<file path="config.mk">
export PLATFORM = sky130hd
export DESIGN_NAME = mdio_ctrl
export DESIGN_NICKNAME = d
export VERILOG_FILES = /design/src/rtl/mdio_pkg.sv /design/src/rtl/mdio_clkgen.sv /design/src/rtl/mdio_shifter.sv /design/src/rtl/mdio_regs.sv /design/src/rtl/mdio_ctrl.sv
export SDC_FILE = /design/constraint.sdc
export NUM_CORES = 1
export LEC_CHECK = 0
export BUFFER_PORTS_ARGS = -buffer_cell sky130_fd_sc_hd__buf_2
export CORE_MARGIN = 1.5
export CORE_UTILIZATION = 63
export DETAILED_ROUTE_END_ITERATION = 8
export PLACE_DENSITY = 0.91
export SLEW_MARGIN = 20
export SYNTH_ARGS = -nofsm -noshare
export SYNTH_HDL_FRONTEND = slang
export SYNTH_HIERARCHICAL = 1
export SYNTH_SLANG_ARGS = --single-unit
</file>
<file path="constraint.sdc">
create_clock -name clk -period 7.2 [get_ports clk]
set_input_delay 0 -clock clk [delete_from_list [all_inputs] [get_ports clk]]
set_output_delay 0 -clock clk [all_outputs]
set_load 0.01 [all_outputs]
</file>
<file path="src/rtl/mdio_pkg.sv">
package mdio_pkg;

    localparam int FRAME_BITS = 64;
    localparam int CNT_W      = $clog2(FRAME_BITS);
    localparam int HALF_W     = 7;
    localparam int PRE_BITS   = 32;
    localparam int TA_IDX     = 46;   // first turnaround bit
    localparam int RXD_IDX    = 48;   // first read data bit

    typedef struct packed {
        logic [4:0] phy;
        logic [4:0] regn;
        logic [3:0] code;
        logic       wr;
    } mdio_cmd_t;

    typedef enum logic [1:0] {
        ST_IDLE,
        ST_FRAME,
        ST_PULSE
    } mdio_state_t;

    // Full MDC period in system clocks for a divider code.
    function automatic int unsigned div_of(input logic [3:0] code);
        case (code)
            4'd0:    return 42;
            4'd1:    return 62;
            4'd2:    return 16;
            4'd3:    return 26;
            4'd4:    return 102;
            4'd5:    return 124;
            default: return 124;
        endcase
    endfunction

    function automatic logic [HALF_W-1:0] half_of(input logic [3:0] code);
        int unsigned d;
        d = div_of(code);
        return HALF_W'(d / 2);
    endfunction

    function automatic logic [FRAME_BITS-1:0] build_frame(
        input mdio_cmd_t c, input logic [15:0] wd);
        logic [1:0] op;
        logic [1:0] ta;
        op = c.wr ? 2'b01 : 2'b10;
        ta = c.wr ? 2'b10 : 2'b11;
        return {{PRE_BITS{1'b1}}, 2'b01, op, c.phy, c.regn, ta, wd};
    endfunction

endpackage

</file>
<file path="src/rtl/mdio_clkgen.sv">
module mdio_clkgen
    import mdio_pkg::*;
(
    input  logic              clk,
    input  logic              rst,
    input  logic              run,
    input  logic [3:0]        code,
    output logic              mdc,
    output logic              rise,
    output logic              fall
);
    logic [HALF_W-1:0] cnt_q;
    logic [HALF_W-1:0] half;
    logic              tick;

    assign half = half_of(code);
    assign tick = run && (cnt_q == half - HALF_W'(1));
    assign rise = tick && !mdc;
    assign fall = tick && mdc;

    always_ff @(posedge clk) begin
        if (rst || !run) begin
            cnt_q <= '0;
            mdc   <= 1'b0;
        end else if (tick) begin
            cnt_q <= '0;
            mdc   <= ~mdc;
        end else begin
            cnt_q <= cnt_q + HALF_W'(1);
        end
    end
endmodule

</file>
<file path="src/rtl/mdio_shifter.sv">
module mdio_shifter
    import mdio_pkg::*;
(
    input  logic        clk,
    input  logic        rst,
    input  logic        go_frame,
    input  logic        go_pulse,
    input  mdio_cmd_t   cmd,
    input  logic [15:0] wdata,
    input  logic        rise,
    input  logic        fall,
    input  logic        mdio_i,
    output logic        run,
    output logic        active,
    output logic        mdio_o,
    output logic        mdio_oe,
    output logic        done,
    output logic [15:0] rx
);
    mdio_state_t           st_q;
    logic [FRAME_BITS-1:0] sh_q;
    logic [CNT_W-1:0]      idx_q;
    logic                  wr_q;
    logic                  last;

    assign last    = (idx_q == CNT_W'(FRAME_BITS - 1));
    assign run     = (st_q != ST_IDLE);
    assign active  = run;
    assign done    = (st_q == ST_FRAME) && fall && last;
    assign mdio_o  = (st_q == ST_FRAME) ? sh_q[FRAME_BITS-1] : 1'b1;
    assign mdio_oe = (st_q == ST_FRAME) && (wr_q || (idx_q < CNT_W'(TA_IDX)));

    always_ff @(posedge clk) begin
        if (rst) begin
            st_q  <= ST_IDLE;
            sh_q  <= '0;
            idx_q <= '0;
            wr_q  <= 1'b0;
            rx    <= '0;
        end else begin
            case (st_q)
                ST_IDLE: begin
                    if (go_frame) begin
                        st_q  <= ST_FRAME;
                        sh_q  <= build_frame(cmd, wdata);
                        idx_q <= '0;
                        wr_q  <= cmd.wr;
                    end else if (go_pulse) begin
                        st_q <= ST_PULSE;
                    end
                end
                ST_FRAME: begin
                    if (rise && !wr_q && (idx_q >= CNT_W'(RXD_IDX)))
                        rx <= {rx[14:0], mdio_i};
                    if (fall) begin
                        if (last) begin
                            st_q <= ST_IDLE;
                        end else begin
                            idx_q <= idx_q + CNT_W'(1);
                            sh_q  <= {sh_q[FRAME_BITS-2:0], 1'b1};
                        end
                    end
                end
                ST_PULSE: begin
                    if (fall)
                        st_q <= ST_IDLE;
                end
                default: st_q <= ST_IDLE;
            endcase
        end
    end
endmodule

</file>
<file path="src/rtl/mdio_regs.sv">
module mdio_regs
    import mdio_pkg::*;
#(
    parameter int REG_W = 32
) (
    input  logic             clk,
    input  logic             rst,
    input  logic             bus_wr,
    input  logic             bus_addr,
    input  logic [REG_W-1:0] bus_wdata,
    output logic [REG_W-1:0] bus_rdata,
    input  logic             active,
    input  logic             done,
    input  logic [15:0]      rx,
    output mdio_cmd_t        cmd,
    output logic [15:0]      data_q,
    output logic             busy,
    output logic             go_frame,
    output logic             go_pulse
);
    logic       locked;
    logic       cmd_acc;
    logic [15:0] cmd_word;
    logic       unused_hi;

    assign unused_hi = ^bus_wdata[REG_W-1:16];
    assign locked    = busy || active || go_frame || go_pulse;
    assign cmd_acc   = bus_wr && !bus_addr && !locked;
    assign cmd_word  = {cmd.phy, cmd.regn, cmd.code, cmd.wr, busy};
    assign bus_rdata = bus_addr ? {{(REG_W-16){1'b0}}, data_q}
                                : {{(REG_W-16){1'b0}}, cmd_word};

    always_ff @(posedge clk) begin
        if (rst) begin
            cmd      <= '0;
            data_q   <= '0;
            busy     <= 1'b0;
            go_frame <= 1'b0;
            go_pulse <= 1'b0;
        end else begin
            go_frame <= cmd_acc && bus_wdata[0];
            go_pulse <= cmd_acc && !bus_wdata[0];
            if (cmd_acc) begin
                cmd.phy  <= bus_wdata[15:11];
                cmd.regn <= bus_wdata[10:6];
                cmd.code <= bus_wdata[5:2];
                cmd.wr   <= bus_wdata[1];
                busy     <= bus_wdata[0];
            end else if (done) begin
                busy <= 1'b0;
            end
            if (done && !cmd.wr)
                data_q <= rx;
            else if (bus_wr && bus_addr)
                data_q <= bus_wdata[15:0];
        end
    end
endmodule

</file>
<file path="src/rtl/mdio_ctrl.sv">
module mdio_ctrl
    import mdio_pkg::*;
#(
    parameter int REG_W = 32
) (
    input  logic             clk,
    input  logic             rst,
    input  logic             bus_wr,
    input  logic             bus_addr,
    input  logic [REG_W-1:0] bus_wdata,
    output logic [REG_W-1:0] bus_rdata,
    output logic             mdc,
    input  logic             mdio_i,
    output logic             mdio_o,
    output logic             mdio_oe
);
    mdio_cmd_t   cmd;
    logic [15:0] data_q;
    logic [15:0] rx;
    logic        busy;
    logic        go_frame;
    logic        go_pulse;
    logic        active;
    logic        done;
    logic        run;
    logic        rise;
    logic        fall;

    mdio_regs #(.REG_W(REG_W)) u_regs (
        .clk(clk), .rst(rst), .bus_wr(bus_wr), .bus_addr(bus_addr),
        .bus_wdata(bus_wdata), .bus_rdata(bus_rdata), .active(active),
        .done(done), .rx(rx), .cmd(cmd), .data_q(data_q), .busy(busy),
        .go_frame(go_frame), .go_pulse(go_pulse)
    );

    mdio_clkgen u_clk (
        .clk(clk), .rst(rst), .run(run), .code(cmd.code),
        .mdc(mdc), .rise(rise), .fall(fall)
    );

    mdio_shifter u_shf (
        .clk(clk), .rst(rst), .go_frame(go_frame), .go_pulse(go_pulse),
        .cmd(cmd), .wdata(data_q), .rise(rise), .fall(fall),
        .mdio_i(mdio_i), .run(run), .active(active), .mdio_o(mdio_o),
        .mdio_oe(mdio_oe), .done(done), .rx(rx)
    );
endmodule

</file>
==> reports/qor.txt, run 1 <==
======================================================================================================
Initial antenna violation count                                                                      0
Number of buffers created by CTS                                                                    17
Setup bufs post-CTS                                                                                  0
Count of maximum capacitance violations                                                              0
Power density over cell area                                                               256 nW/um^2
Total of flip-flops plus latches after synthesis                                                   131
Clock transition at the register clock pins on the worst setup and hold paths after CTS        0.06 ns
Power share of the sequential group                                                              43.5%
Async set-or-reset flop fraction in the synthesized netlist                                         0%
Max H-tree Level                                                                                     4
Net switching share of the total power                                                           25.7%
Synth Flop Type                                                                           sky130_fd_sc_hd__dfxtp_1
Buffers added on ports                                                                              39
Critical path data required time                                                               7.63 ns
Actual transition at the worst max-transition pin                                              1.20 ns
Via density                                                                                       6.27
Fraction of the mapped netlist area in compound gates                                            18.6%
Max-slew violation count                                                                             0
Combined area of all synthesized cells                                                      6190 sq um
Layout cell share with drive strength beyond 1                                                   18.9%
Clock tree skew after final layout                                                           0.0113 ns
Area of the die                                                                           10,400 sq um
Startpoint class of the critical path                                                         register
Status                                                                                    finished, final reports clean
Final cycle utilization of the critical path                                                     64.2%
Critical path capture point type                                                              register
Wire length of the first global-routing pass                                              25,800 microns
Largest net degree at the start of global routing                                                   76
DRC violation total after the first TritonRoute iteration                                          584
Setup violators final                                                                                0
CTS tree                                                                                           yes
Worst-skew pair later-pin latency                                                              0.52 ns
First drt pass iteration count                                                                       6
Post-synthesis area per instance                                                            8.65 sq um
Largest family of logic cells by synthesized area                                         simple AND/OR/NAND/NOR gates
Share of power burned in combinational logic                                                      9.0%
Number of placed I/O pins                                                                           72
Static Leakage                                                                                 2.52 nW
Initial Util                                                                                     66.0%
Final global-route overflow total                                                                    0
Sink count of the clock tree                                                                       131
Total negative setup slack                                                                        0 ns
Placed insts                                                                                       829
Synthesis warning total                                                                              6
Mux contribution to synthesized area                                                             6.31%
Number of antenna repair diodes                                                                      0
Worst Path Max Fanout                                                                               69
Wire length after detailed routing                                                        16,000 microns
CTS max path bufs                                                                                    2
Simple-Gate Fraction of Synth Area                                                               22.5%
CP Class                                                                                    reg -> reg
Die Y                                                                                      102 microns
HPWL after DPL                                                                            8430 microns
EDFF count, synth                                                                                    0
Min Clock Period, post-route                                                                   4.62 ns
Highest ir drop seen on vdd                                                                 0.000185 V
Fraction of synthesized cell area in xor and xnor cells                                          1.70%
Total vias in the final route                                                                    5,515
Share of power burned in the clock network                                                       47.5%
Post-DR wirelength/cell                                                                   18.2 microns
Setup repair after global routing missed its margin                                              false
Max-Slew Margin vs Limit                                                                         20.1%
Number of global-route vias before repair                                                        5,185
Synthesis-to-finish area growth                                                                  12.3%
Highest clock rate                                                                             216 MHz
CP arrival                                                                                     5.06 ns
Count of cell types in the netlist                                                                  60
Final Hold Viols                                                                                     0
Row Count                                                                                           35
CORE AREA                                                                                   9370 sq um
Width of the die                                                                           102 microns
Post-Synth Adder-Cell Area                                                                      0.607%
Sequential element share of the synthesized area                                                 42.4%
Cell-internal power                                                                          0.00132 W
CTS resizes                                                                                          0
Total routing usage reported by global routing                                                   32.1%
Nets@finish                                                                                        777
Number of standard cells in the final layout excluding fillers                                     879
Final estimated routing congestion in global placement                                           0.835
Number of antenna-violating nets in the routed design                                                0
Library cell used as clock root buffer                                                    sky130_fd_sc_hd__clkbuf_8
Mapped Cells                                                                                       715
Sw power                                                                                    0.000458 W
Hold WC Path Type                                                                            in -> reg
Residual DRC count                                                                                   0
======================================================================================================
cell type report:
class	count	area, sq um
Fill cell	596	2420
Clock inverter	13	150
Clock buffer	19	432
Tap cell	129	161
Multi-Input combinational cell	518	3140
Sequential cell	131	2620
Timing Repair Buffer	62	415
Inverter	7	26.3
power groups by stage:
stage	clock, W	combinational (W)	sequential (W)
after floorplan	0	0.000125	0.000779
after global placement	0	0.000135	0.000784
after detailed placement	0	0.000142	0.000786
after CTS	0.000840	0.000155	0.000772
after global routing	0.000878	0.000172	0.000775
final	0.000845	0.000161	0.000774
worst max-delay path, stage by stage, from the launching register on:
cell	delay (ns)
sky130_fd_sc_hd__dfxtp_1	0.47
sky130_fd_sc_hd__mux2_4	0.35
sky130_fd_sc_hd__or2_2	0.28
sky130_fd_sc_hd__ha_1	0.30
sky130_fd_sc_hd__xor2_1	0.13
sky130_fd_sc_hd__nand3b_1	0.16
sky130_fd_sc_hd__a2111oi_4	0.32
sky130_fd_sc_hd__nand3_1	0.13
sky130_fd_sc_hd__nor2_1	0.32
sky130_fd_sc_hd__mux2_4	0.25
sky130_fd_sc_hd__o311a_4	0.66
sky130_fd_sc_hd__buf_4	0.72
sky130_fd_sc_hd__nor2_1	0.15
sky130_fd_sc_hd__a311oi_2	0.26
cells in the mapped netlist, drive strengths merged (5+ instances only):
master    n  area, sq um
nor3     19          111
xnor2     7         61.3
and3      5         32.5
nor2    115          432
a211oi   36          295
nand3     8         45.0
buf      41          333
clkbuf   33          125
mux2     18          210
nand2   153          574
inv       6         22.5
xor2      5         43.8
o21ai     6         30.0
nand2b    6         40.0
a311oi   41          528
mux2i    18          180
dfxtp   131         2620
a21oi    27          135
registers in the layout (all words and copies together) (netlist names):
register         cells
u_regs/busy          1
u_clk/mdc            1
u_shf/idx_q          6
u_shf/rx            16
u_regs/data_q       16
u_clk/cnt_q          7
u_regs/cmd          15
u_regs/go_frame      1
u_regs/go_pulse      1
u_shf/st_q           2
u_shf/wr_q           1
u_shf/sh_q          64
through the flow:
| stage | utilization (%) | hold WS, ns | power (W) | setup WS, ns | cell area [sq um] |
|---|---|---|---|---|---|
| 2_1_floorplan | - | 0.0695 | 0.000904 | 3.86 | 6240 |
| 3_3_place_gp | 66.0 | 0.232 | 0.000919 | 2.95 | 6180 |
| 3_5_place_dp | 66.0 | 0.248 | 0.000928 | 2.76 | 6180 |
| 4_1_cts | 74.1 | 0.115 | 0.00177 | 2.65 | 6950 |
| 5_1_grt | 74.1 | 0.141 | 0.00183 | 2.33 | 6950 |
| 6_report | 74.1 | 0.154 | 0.00178 | 2.58 | 6950 |
placed cells by master (no fill, tap or decap), types with 17 or more instances in the layout:
| master | n |
|---|---|
| sky130_fd_sc_hd__a311oi_2 | 27 |
| sky130_fd_sc_hd__nor3_1 | 17 |
| sky130_fd_sc_hd__dlygate4sd3_1 | 18 |
| sky130_fd_sc_hd__nor2_1 | 115 |
| sky130_fd_sc_hd__dfxtp_1 | 131 |
| sky130_fd_sc_hd__mux2i_1 | 18 |
| sky130_fd_sc_hd__buf_2 | 38 |
| sky130_fd_sc_hd__a211oi_1 | 31 |
| sky130_fd_sc_hd__nand2_1 | 153 |
| sky130_fd_sc_hd__a21oi_1 | 27 |
logic make-up after synthesis:
logic type / count (synthesis)
AO/OA/AOI/OAI: 124
XOR/XNOR: 12
adder cells (fa/ha/maj): 3
buffers and inverters: 81
flip-flops: 131
multiplexers: 36
other: 1
AND/OR/NAND/NOR: 327
per-layer routing:
layer | global-route usage, % | wire (microns) | part of all wire, %
met4 | 19.5 | 760 | 4.8
met5 | 0 | 0 | 0
met1 | 39.0 | 6030 | 38
met3 | 7.25 | 1350 | 8.5
met2 | 51.9 | 7810 | 49
worst paths after layout:
path | startpoint | to | slack, ns | cells past startpoint
setup / recovery | u_regs/cmd[1]$_SDFFE_PP0P_ | u_shf/sh_q[22]$_SDFFE_PP0P_ | 2.58 | 13
hold / removal | bus_wr | u_regs/cmd[2]$_SDFFE_PP0P_ | 0.15 | 4
setup reg to reg | u_regs/cmd[1]$_SDFFE_PP0P_ | u_shf/sh_q[22]$_SDFFE_PP0P_ | 2.58 | 13
hold reg to reg | u_shf/sh_q[29]$_SDFFE_PP0P_ | u_shf/sh_q[29]$_SDFFE_PP0P_ | 0.46 | 2
timing repair:
| item | 4_1_cts | 5_1_grt |
|---|---|---|
| setup endpoints to repair | 0 | 0 |
| endpoints found under the hold margin | 66 | 0 |
| hold buffers | 18 | 0 |
Note: power is estimated with default switching activity, not from simulation.
==> run 2: changes to the inputs <==
CORE_UTILIZATION = 58   (was 63)
PLACE_DENSITY = 0.85   (was 0.91)
clock period = 4.5 ns   (was 7.2 ns; I/O delays follow)
==> run 2 against run 1 <==
Cell count rose by 0.91%. Sequential share of layout area is 0.34 points lower. Via count shrank 5.3%. Non-clock buffer count grew 1. First-iteration DRC count down 17%. Routed wire length is 10% lower. Global-route usage is 5.6 points lower. Highest routed layer unchanged. Sequential power rose by 60%. Final area increased by 0.92%.
==> reports/qor.txt, run 2 (same netlist as run 1, synthesis figures left out) <==
======================================================================================================
Number of placed I/O pins                                                                           72   unchanged
Via density                                                                                       5.89   was 6.27
Met3 layer usage reported by global route                                                        6.32%   was 7.25%
Worst-case hold path end point                                                            u_regs/cmd[9]$_SDFFE_PP0P_   was u_regs/cmd[2]$_SDFFE_PP0P_
Worst path bufs/invs                                                                                 1   unchanged
Max-Slew Margin vs Limit                                                                         22.8%   was 20.1%
Number of global-route vias before repair                                                        5,018   was 5,185
Initial Util                                                                                     59.9%   was 66.0%
Highest ir drop seen on vdd                                                                 0.000308 V   was 0.000185 V
Number of flip-flops under the largest register name                                                64   unchanged
Min Clock Period, post-route                                                                   4.03 ns   was 4.62 ns
Residual DRC count                                                                                   0   unchanged
Total routing usage reported by global routing                                                   26.5%   was 32.1%
Number of antenna repair diodes                                                                      0   unchanged
Cell family with most CP delay                                                            compound AO/OA/AOI/OAI gates   unchanged
Final global-route overflow total                                                                    0   unchanged
Most used cells in the layout excluding fill and tap cells                                sky130_fd_sc_hd__nand2_1 (153), sky130_fd_sc_hd__dfxtp_1 (131), sky130_fd_sc_hd__nor2_1 (115)   unchanged
Static Leakage                                                                                 2.55 nW   was 2.52 nW
Row Count                                                                                           37   was 35
Worst R2R Setup Slack                                                                          0.47 ns   was 2.58 ns
Actual transition at the worst max-transition pin                                              1.15 ns   was 1.20 ns
Nets@finish                                                                                        778   was 777
Sink count of the clock tree                                                                       131   unchanged
Layout cell share with drive strength beyond 1                                                   19.2%   was 18.9%
Die Y                                                                                      106 microns   was 102 microns
Critical path capture point type                                                              register   unchanged
CTS max path bufs                                                                                    2   unchanged
Clock tree skew after final layout                                                          0.00888 ns   was 0.0113 ns
DRC violation total after the first TritonRoute iteration                                          484   was 584
Number of buffers created by CTS                                                                    17   unchanged
Setup repair after global routing missed its margin                                              false   unchanged
CP Class                                                                                    reg -> reg   unchanged
CP Cell Sequence                                                                          mux2_4, or2_2, ha_1, xor2_1, nand3b_1, a2111oi_4, nand3_1, nor2_1, mux2_4, o311a_4, buf_12, nor2_1, a211oi_1   was mux2_4, or2_2, ha_1, xor2_1, nand3b_1, a2111oi_4, nand3_1, nor2_1, mux2_4, o311a_4, buf_4, nor2_1, a311oi_2
Final Hold Viols                                                                                     0   unchanged
Total negative setup slack                                                                        0 ns   unchanged
Buffers added on ports                                                                              39   unchanged
Highest clock rate                                                                             248 MHz   was 216 MHz
Worst hold path startpoint                                                                      bus_wr   unchanged
Most common cell after layout, fill and taps aside                                        sky130_fd_sc_hd__nand2_1   unchanged
Capture instance of the worst register-to-register path                                   u_shf/sh_q[39]$_SDFFE_PP0P_   was u_shf/sh_q[22]$_SDFFE_PP0P_
Number of antenna-violating nets in the routed design                                                0   unchanged
Final estimated routing congestion in global placement                                           0.823   was 0.835
Status                                                                                    finished, final reports clean   unchanged
Critical path data required time                                                               4.92 ns   was 7.63 ns
Worst hold path stage count                                                                          4   unchanged
Largest Register                                                                            u_shf/sh_q   unchanged
Count of maximum capacitance violations                                                              0   unchanged
First drt pass iteration count                                                                       5   was 6
Hold WC Path Type                                                                            in -> reg   unchanged
HPWL after DPL                                                                            8250 microns   was 8430 microns
Setup bufs post-CTS                                                                                  0   unchanged
Wire length of the first global-routing pass                                              23,800 microns   was 25,800 microns
Reg2Reg Depth                                                                                       13   unchanged
Placed insts                                                                                       837   was 829
CORE AREA                                                                                 10,300 sq um   was 9370 sq um
Library cell used as clock root buffer                                                    sky130_fd_sc_hd__clkbuf_8   unchanged
Synthesis-to-finish area growth                                                                  13.3%   was 12.3%
Most used routing layer                                                                           met2   unchanged
Biggest regs                                                                              u_shf/sh_q: 64 flops, u_regs/data_q: 16 flops, u_shf/rx: 16 flops   unchanged
Post-Route Hold Slack                                                                         0.130 ns   was 0.154 ns
Clock transition at the register clock pins on the worst setup and hold paths after CTS        0.07 ns   was 0.06 ns
Setup violators final                                                                                0   unchanged
Number of standard cells in the final layout excluding fillers                                     887   was 879
Max-slew violation count                                                                             0   unchanged
Final cycle utilization of the critical path                                                     89.6%   was 64.2%
Max H-tree Level                                                                                     4   unchanged
Worst-skew pair later-pin latency                                                              0.52 ns   about the same
Met1 demand-to-capacity share in global routing                                                  32.4%   was 39.0%
CP arrival                                                                                     4.45 ns   was 5.06 ns
Final-layout fill cell count                                                                       733   was 596
Cell with the largest stage delay on the worst path                                       sky130_fd_sc_hd__o311a_4   was sky130_fd_sc_hd__buf_4
Wire length after detailed routing                                                        14,300 microns   was 16,000 microns
Total vias in the final route                                                                    5,224   was 5,515
Area of the die                                                                           11,300 sq um   was 10,400 sq um
Startpoint class of the critical path                                                         register   unchanged
CTS tree                                                                                           yes   unchanged
Delay contributed by the slowest stage of the critical path                                    0.55 ns   was 0.72 ns
Width of the die                                                                           106 microns   was 102 microns
Largest net degree at the start of global routing                                                   69   was 76
Worst Path Max Fanout                                                                               68   was 69
Initial antenna violation count                                                                      0   unchanged
Startpoint of the worst register-to-register path                                         u_regs/cmd[1]$_SDFFE_PP0P_   unchanged
Power density over cell area                                                               413 nW/um^2   was 256 nW/um^2
Met2 Resource Use GR                                                                             43.8%   was 51.9%
Post-DR wirelength/cell                                                                   16.2 microns   was 18.2 microns
======================================================================================================
==> run 2: cell count changes in the layout (fill, tap and decap cells not counted) <==
cell / previous run / this run
sky130_fd_sc_hd__clkinv_2: 1 / 0
sky130_fd_sc_hd__buf_12: 0 / 2
sky130_fd_sc_hd__clkbuf_1: 1 / 0
sky130_fd_sc_hd__clkinv_4: 4 / 2
sky130_fd_sc_hd__buf_4: 6 / 5
sky130_fd_sc_hd__clkinvlp_4: 2 / 1
sky130_fd_sc_hd__inv_6: 4 / 5
sky130_fd_sc_hd__inv_8: 0 / 3
sky130_fd_sc_hd__clkbuf_8: 2 / 3
==> run 2: stage by stage <==
| step | instance area [sq um] | total power (W) | setup slack [ns] | utilization, % |
|---|---|---|---|---|
| finish | 7010 | 0.00289 | 0.466 | 67.9 |
| global route | 7010 | 0.00298 | 0.180 | 67.9 |
| CTS | 7010 | 0.00290 | 0.502 | 67.9 |
| detailed placement | 6230 | 0.00149 | 0.535 | 60.3 |
| global placement | 6230 | 0.00147 | 0.767 | 60.3 |
| floorplan | 6240 | 0.00145 | 1.16 | - |
==> run 2: timing repair <==
action,CTS,global route
hold buffers,18,0
hold endpoints to repair,65,0
gates resized for setup,0,0
==> run 2: layer usage <==
metal  wire length [microns]  vias to the layer above  share of wire (%)
met5                       0                        -                  0
met4                     379                        0                2.6
met3                     980                       46                6.8
met2                    6980                      262                 49
met1                    5990                     2431                 42
li1                        -                     2485                  -
==> run 2: worst reg2reg max path, cell delays in order, from the launching register on <==
cell and delay [ns]:
sky130_fd_sc_hd__dfxtp_1 0.45, sky130_fd_sc_hd__mux2_4 0.34, sky130_fd_sc_hd__or2_2 0.28, sky130_fd_sc_hd__ha_1 0.31, sky130_fd_sc_hd__xor2_1 0.14, sky130_fd_sc_hd__nand3b_1 0.16, sky130_fd_sc_hd__a2111oi_4 0.36, sky130_fd_sc_hd__nand3_1 0.14
sky130_fd_sc_hd__nor2_1 0.31, sky130_fd_sc_hd__mux2_4 0.24, sky130_fd_sc_hd__o311a_4 0.55, sky130_fd_sc_hd__buf_12 0.34, sky130_fd_sc_hd__nor2_1 0.10, sky130_fd_sc_hd__a211oi_1 0.22
==> run 2: worst max-delay path by stage <==
stage	startpoint	to	cells past startpoint
floorplan	u_regs/cmd[1]$_SDFFE_PP0P_	u_regs/data_q[0]$_SDFFE_PP0P_	14
global placement	u_regs/cmd[1]$_SDFFE_PP0P_	u_shf/sh_q[40]$_SDFFE_PP0P_	13
detailed placement	u_regs/cmd[1]$_SDFFE_PP0P_	u_shf/sh_q[49]$_SDFFE_PP0P_	13
CTS	u_regs/cmd[1]$_SDFFE_PP0P_	u_shf/sh_q[49]$_SDFFE_PP0P_	13
global route	u_regs/cmd[1]$_SDFFE_PP0P_	u_shf/sh_q[45]$_SDFFE_PP0P_	13
finish	u_regs/cmd[1]$_SDFFE_PP0P_	u_shf/sh_q[39]$_SDFFE_PP0P_	13
==> run 2: power breakdown <==
group	internal [W]	switching (W)	total [W]
clock	0.000840	0.000568	0.00141
combinational	0.000102	0.000147	0.000249
sequential	0.00120	0.0000352	0.00124
total	0.00214	0.000750	0.00289
==> run 2: cell type report <==
cell class | count | area (sq um) | share of cell area [%]
multi-input cells | 518 | 3140 | 44.8
inverters | 7 | 26.3 | 0.375
clock buffers | 19 | 442 | 6.30
well taps | 136 | 170 | 2.43
repair buffers | 63 | 448 | 6.39
flip-flops and latches | 131 | 2620 | 37.4
clock inverters | 13 | 163 | 2.32
==> run 3: changes to the inputs <==
CORE_UTILIZATION = 53   (was 58)
PLACE_DENSITY = 0.82   (was 0.85)
clock period = 3.7 ns   (was 4.5 ns; I/O delays follow)
==> run 3 against run 2 <==
Clock power grew 24%. First-iteration DRC count decreased by 5.0%. Highest routed layer unchanged. Critical endpoint is now u_shf/sh_q[26]$_SDFFE_PP0P_. Global-route usage shrank 3.7 points. Register-to-register slack got worse by 0.21 ns.
==> reports/qor.txt, run 3 (same netlist as run 1, synthesis figures left out) <==
======================================================================================================
Final cycle utilization of the critical path                                                     93.2%   was 89.6%
Nets@finish                                                                                        786   was 778
Number of standard cells in the final layout excluding fillers                                     902   was 887
Post-Route Hold Slack                                                                        0.0562 ns   was 0.130 ns
Buffers added on ports                                                                              39   unchanged
Actual transition at the worst max-transition pin                                             0.925 ns   was 1.15 ns
Post-DR wirelength/cell                                                                   15.6 microns   was 16.2 microns
Power density over cell area                                                               498 nW/um^2   was 413 nW/um^2
DRC violation total after the first TritonRoute iteration                                          460   was 484
Final Hold Viols                                                                                     0   unchanged
Highest ir drop seen on vdd                                                                 0.000349 V   was 0.000308 V
Worst Path Max Fanout                                                                               38   was 68
CP Cell Sequence                                                                          mux2_4, or2_2, ha_1, xor2_1, nand3b_1, a2111oi_4, nand3_1, nor2_1, buf_4, mux2_4, o311a_4, buf_12, nor2_1, a311oi_2   was mux2_4, or2_2, ha_1, xor2_1, nand3b_1, a2111oi_4, nand3_1, nor2_1, mux2_4, o311a_4, buf_12, nor2_1, a211oi_1
Width of the die                                                                           111 microns   was 106 microns
Initial antenna violation count                                                                      0   unchanged
Wire length of the first global-routing pass                                              23,000 microns   was 23,800 microns
Post-route design area                                                                      7150 sq um   was 7010 sq um
Count of maximum capacitance violations                                                              0   unchanged
CP arrival                                                                                     3.77 ns   was 4.45 ns
Total vias in the final route                                                                    5,164   was 5,224
Setup violators final                                                                                0   unchanged
Setup repair after global routing missed its margin                                              false   unchanged
Startpoint class of the critical path                                                         register   unchanged
Biggest regs                                                                              u_shf/sh_q: 64 flops, u_regs/data_q: 16 flops, u_shf/rx: 16 flops   unchanged
Initial Util                                                                                     54.2%   was 59.9%
Min Clock Period, post-route                                                                   3.45 ns   was 4.03 ns
Final global-route overflow total                                                                    0   unchanged
Max-Slew Margin vs Limit                                                                         38.0%   was 22.8%
Worst path bufs/invs                                                                                 2   was 1
Via density                                                                                       5.73   was 5.89
Largest net degree at the start of global routing                                                   68   was 69
Delay contributed by the slowest stage of the critical path                                    0.39 ns   was 0.55 ns
Library cell used as clock root buffer                                                    sky130_fd_sc_hd__clkbuf_16   was sky130_fd_sc_hd__clkbuf_8
HPWL after DPL                                                                            8250 microns   about the same
Clock tree skew after final layout                                                          0.00973 ns   was 0.00888 ns
Number of flip-flops under the largest register name                                                64   unchanged
CTS max path bufs                                                                                    2   unchanged
Cell family with most CP delay                                                            compound AO/OA/AOI/OAI gates   unchanged
Clock transition at the register clock pins on the worst setup and hold paths after CTS        0.06 ns   was 0.07 ns
CTS tree                                                                                           yes   unchanged
Most used cells in the layout excluding fill and tap cells                                sky130_fd_sc_hd__nand2_1 (153), sky130_fd_sc_hd__dfxtp_1 (130), sky130_fd_sc_hd__nor2_1 (115)   was sky130_fd_sc_hd__nand2_1 (153), sky130_fd_sc_hd__dfxtp_1 (131), sky130_fd_sc_hd__nor2_1 (115)
Number of antenna-violating nets in the routed design                                                0   unchanged
Number of placed I/O pins                                                                           72   unchanged
Worst-skew pair later-pin latency                                                              0.41 ns   was 0.52 ns
Critical path data required time                                                               4.02 ns   was 4.92 ns
CP Class                                                                                    reg -> reg   unchanged
Row Count                                                                                           39   was 37
Synthesis-to-finish area growth                                                                  15.6%   was 13.3%
Largest Register                                                                            u_shf/sh_q   unchanged
Critical path capture point type                                                              register   unchanged
CORE AREA                                                                                 11,400 sq um   was 10,300 sq um
Static Leakage                                                                                 2.61 nW   was 2.55 nW
Sink count of the clock tree                                                                       131   unchanged
Die Y                                                                                      111 microns   was 106 microns
Final-layout fill cell count                                                                       905   was 733
Highest clock rate                                                                             290 MHz   was 248 MHz
Total routing usage reported by global routing                                                   22.7%   was 26.5%
Max-slew violation count                                                                             0   unchanged
Number of buffers created by CTS                                                                    17   unchanged
Most common cell after layout, fill and taps aside                                        sky130_fd_sc_hd__nand2_1   unchanged
Area of the die                                                                           12,300 sq um   was 11,300 sq um
Hold WC Path Type                                                                            in -> reg   unchanged
Wire length after detailed routing                                                        14,000 microns   was 14,300 microns
Final estimated routing congestion in global placement                                           0.822   was 0.823
Placement-stage cell area                                                                   6310 sq um   was 6230 sq um
Number of antenna repair diodes                                                                      0   unchanged
Total negative setup slack                                                                        0 ns   unchanged
Max H-tree Level                                                                                     4   unchanged
Cell with the largest stage delay on the worst path                                       sky130_fd_sc_hd__dfxtp_2   was sky130_fd_sc_hd__o311a_4
Status                                                                                    finished, final reports clean   unchanged
First drt pass iteration count                                                                       6   was 5
Number of global-route vias before repair                                                        4,946   was 5,018
Residual DRC count                                                                                   0   unchanged
Placed insts                                                                                       851   was 837
Layout cell share with drive strength beyond 1                                                   20.4%   was 19.2%
======================================================================================================
## run 3: final timing paths
check | start | to | slack (ns) | cells past startpoint
max | u_regs/cmd[1]$_SDFFE_PP0P_ | u_shf/sh_q[26]$_SDFFE_PP0P_ | 0.25 | 14
min | rst | u_shf/wr_q$_SDFFE_PP0P_ | 0.06 | 2
max reg2reg | u_regs/cmd[1]$_SDFFE_PP0P_ | u_shf/sh_q[26]$_SDFFE_PP0P_ | 0.25 | 14
min reg2reg | u_shf/sh_q[31]$_SDFFE_PP0P_ | u_shf/sh_q[31]$_SDFFE_PP0P_ | 0.46 | 2
## run 3: repair_timing
action,in CTS,in global routing
buffers inserted,0,1
hold buffers,17,0
setup endpoints to repair,0,24
resized for setup,0,4
endpoints found under the hold margin,35,0
## run 3: layout make-up
type | instances | area [sq um] | area share, %
inverters | 7 | 26.3 | 0.368
clock buffers | 17 | 425 | 5.95
repair buffers | 71 | 559 | 7.82
well taps | 143 | 179 | 2.50
flip-flops and latches | 131 | 2620 | 36.7
clock inverters | 15 | 194 | 2.71
multi-input cells | 518 | 3140 | 43.9
## run 3: power by group
part           total, W  switching, W  internal, W
clock           0.00175      0.000670      0.00108
sequential      0.00150     0.0000420      0.00146
combinational  0.000307      0.000179     0.000128
## run 3: worst reg2reg max path, delay by kind of cell, from the launching register on
| family | cells | cell delay [ns] |
|---|---|---|
| fa+ha+maj | 1 | 0.31 |
| buf+inv | 2 | 0.39 |
| simple gates | 5 | 0.75 |
| flops | 1 | 0.39 |
| xor+xnor | 1 | 0.14 |
| compound gates | 3 | 0.89 |
| mux | 2 | 0.48 |
## run 3: metrics by stage
stage	util, %	setup slack (ns)	total power (W)
floorplan	-	0.362	0.00176
global placement	55.3	0.382	0.00179
detailed placement	55.3	0.255	0.00181
CTS	62.2	0.171	0.00357
global route	62.6	0.00387	0.00367
finish	62.6	0.251	0.00356
## run 3: layer usage
metal,global-route usage (%),part of all wire (%),vias to the layer above
met2,38.3,50,182
met1,27.8,43,2441
met3,5.63,5.3,34
met5,0,0,-
met4,9.70,2.1,0
li1,-,-,2507
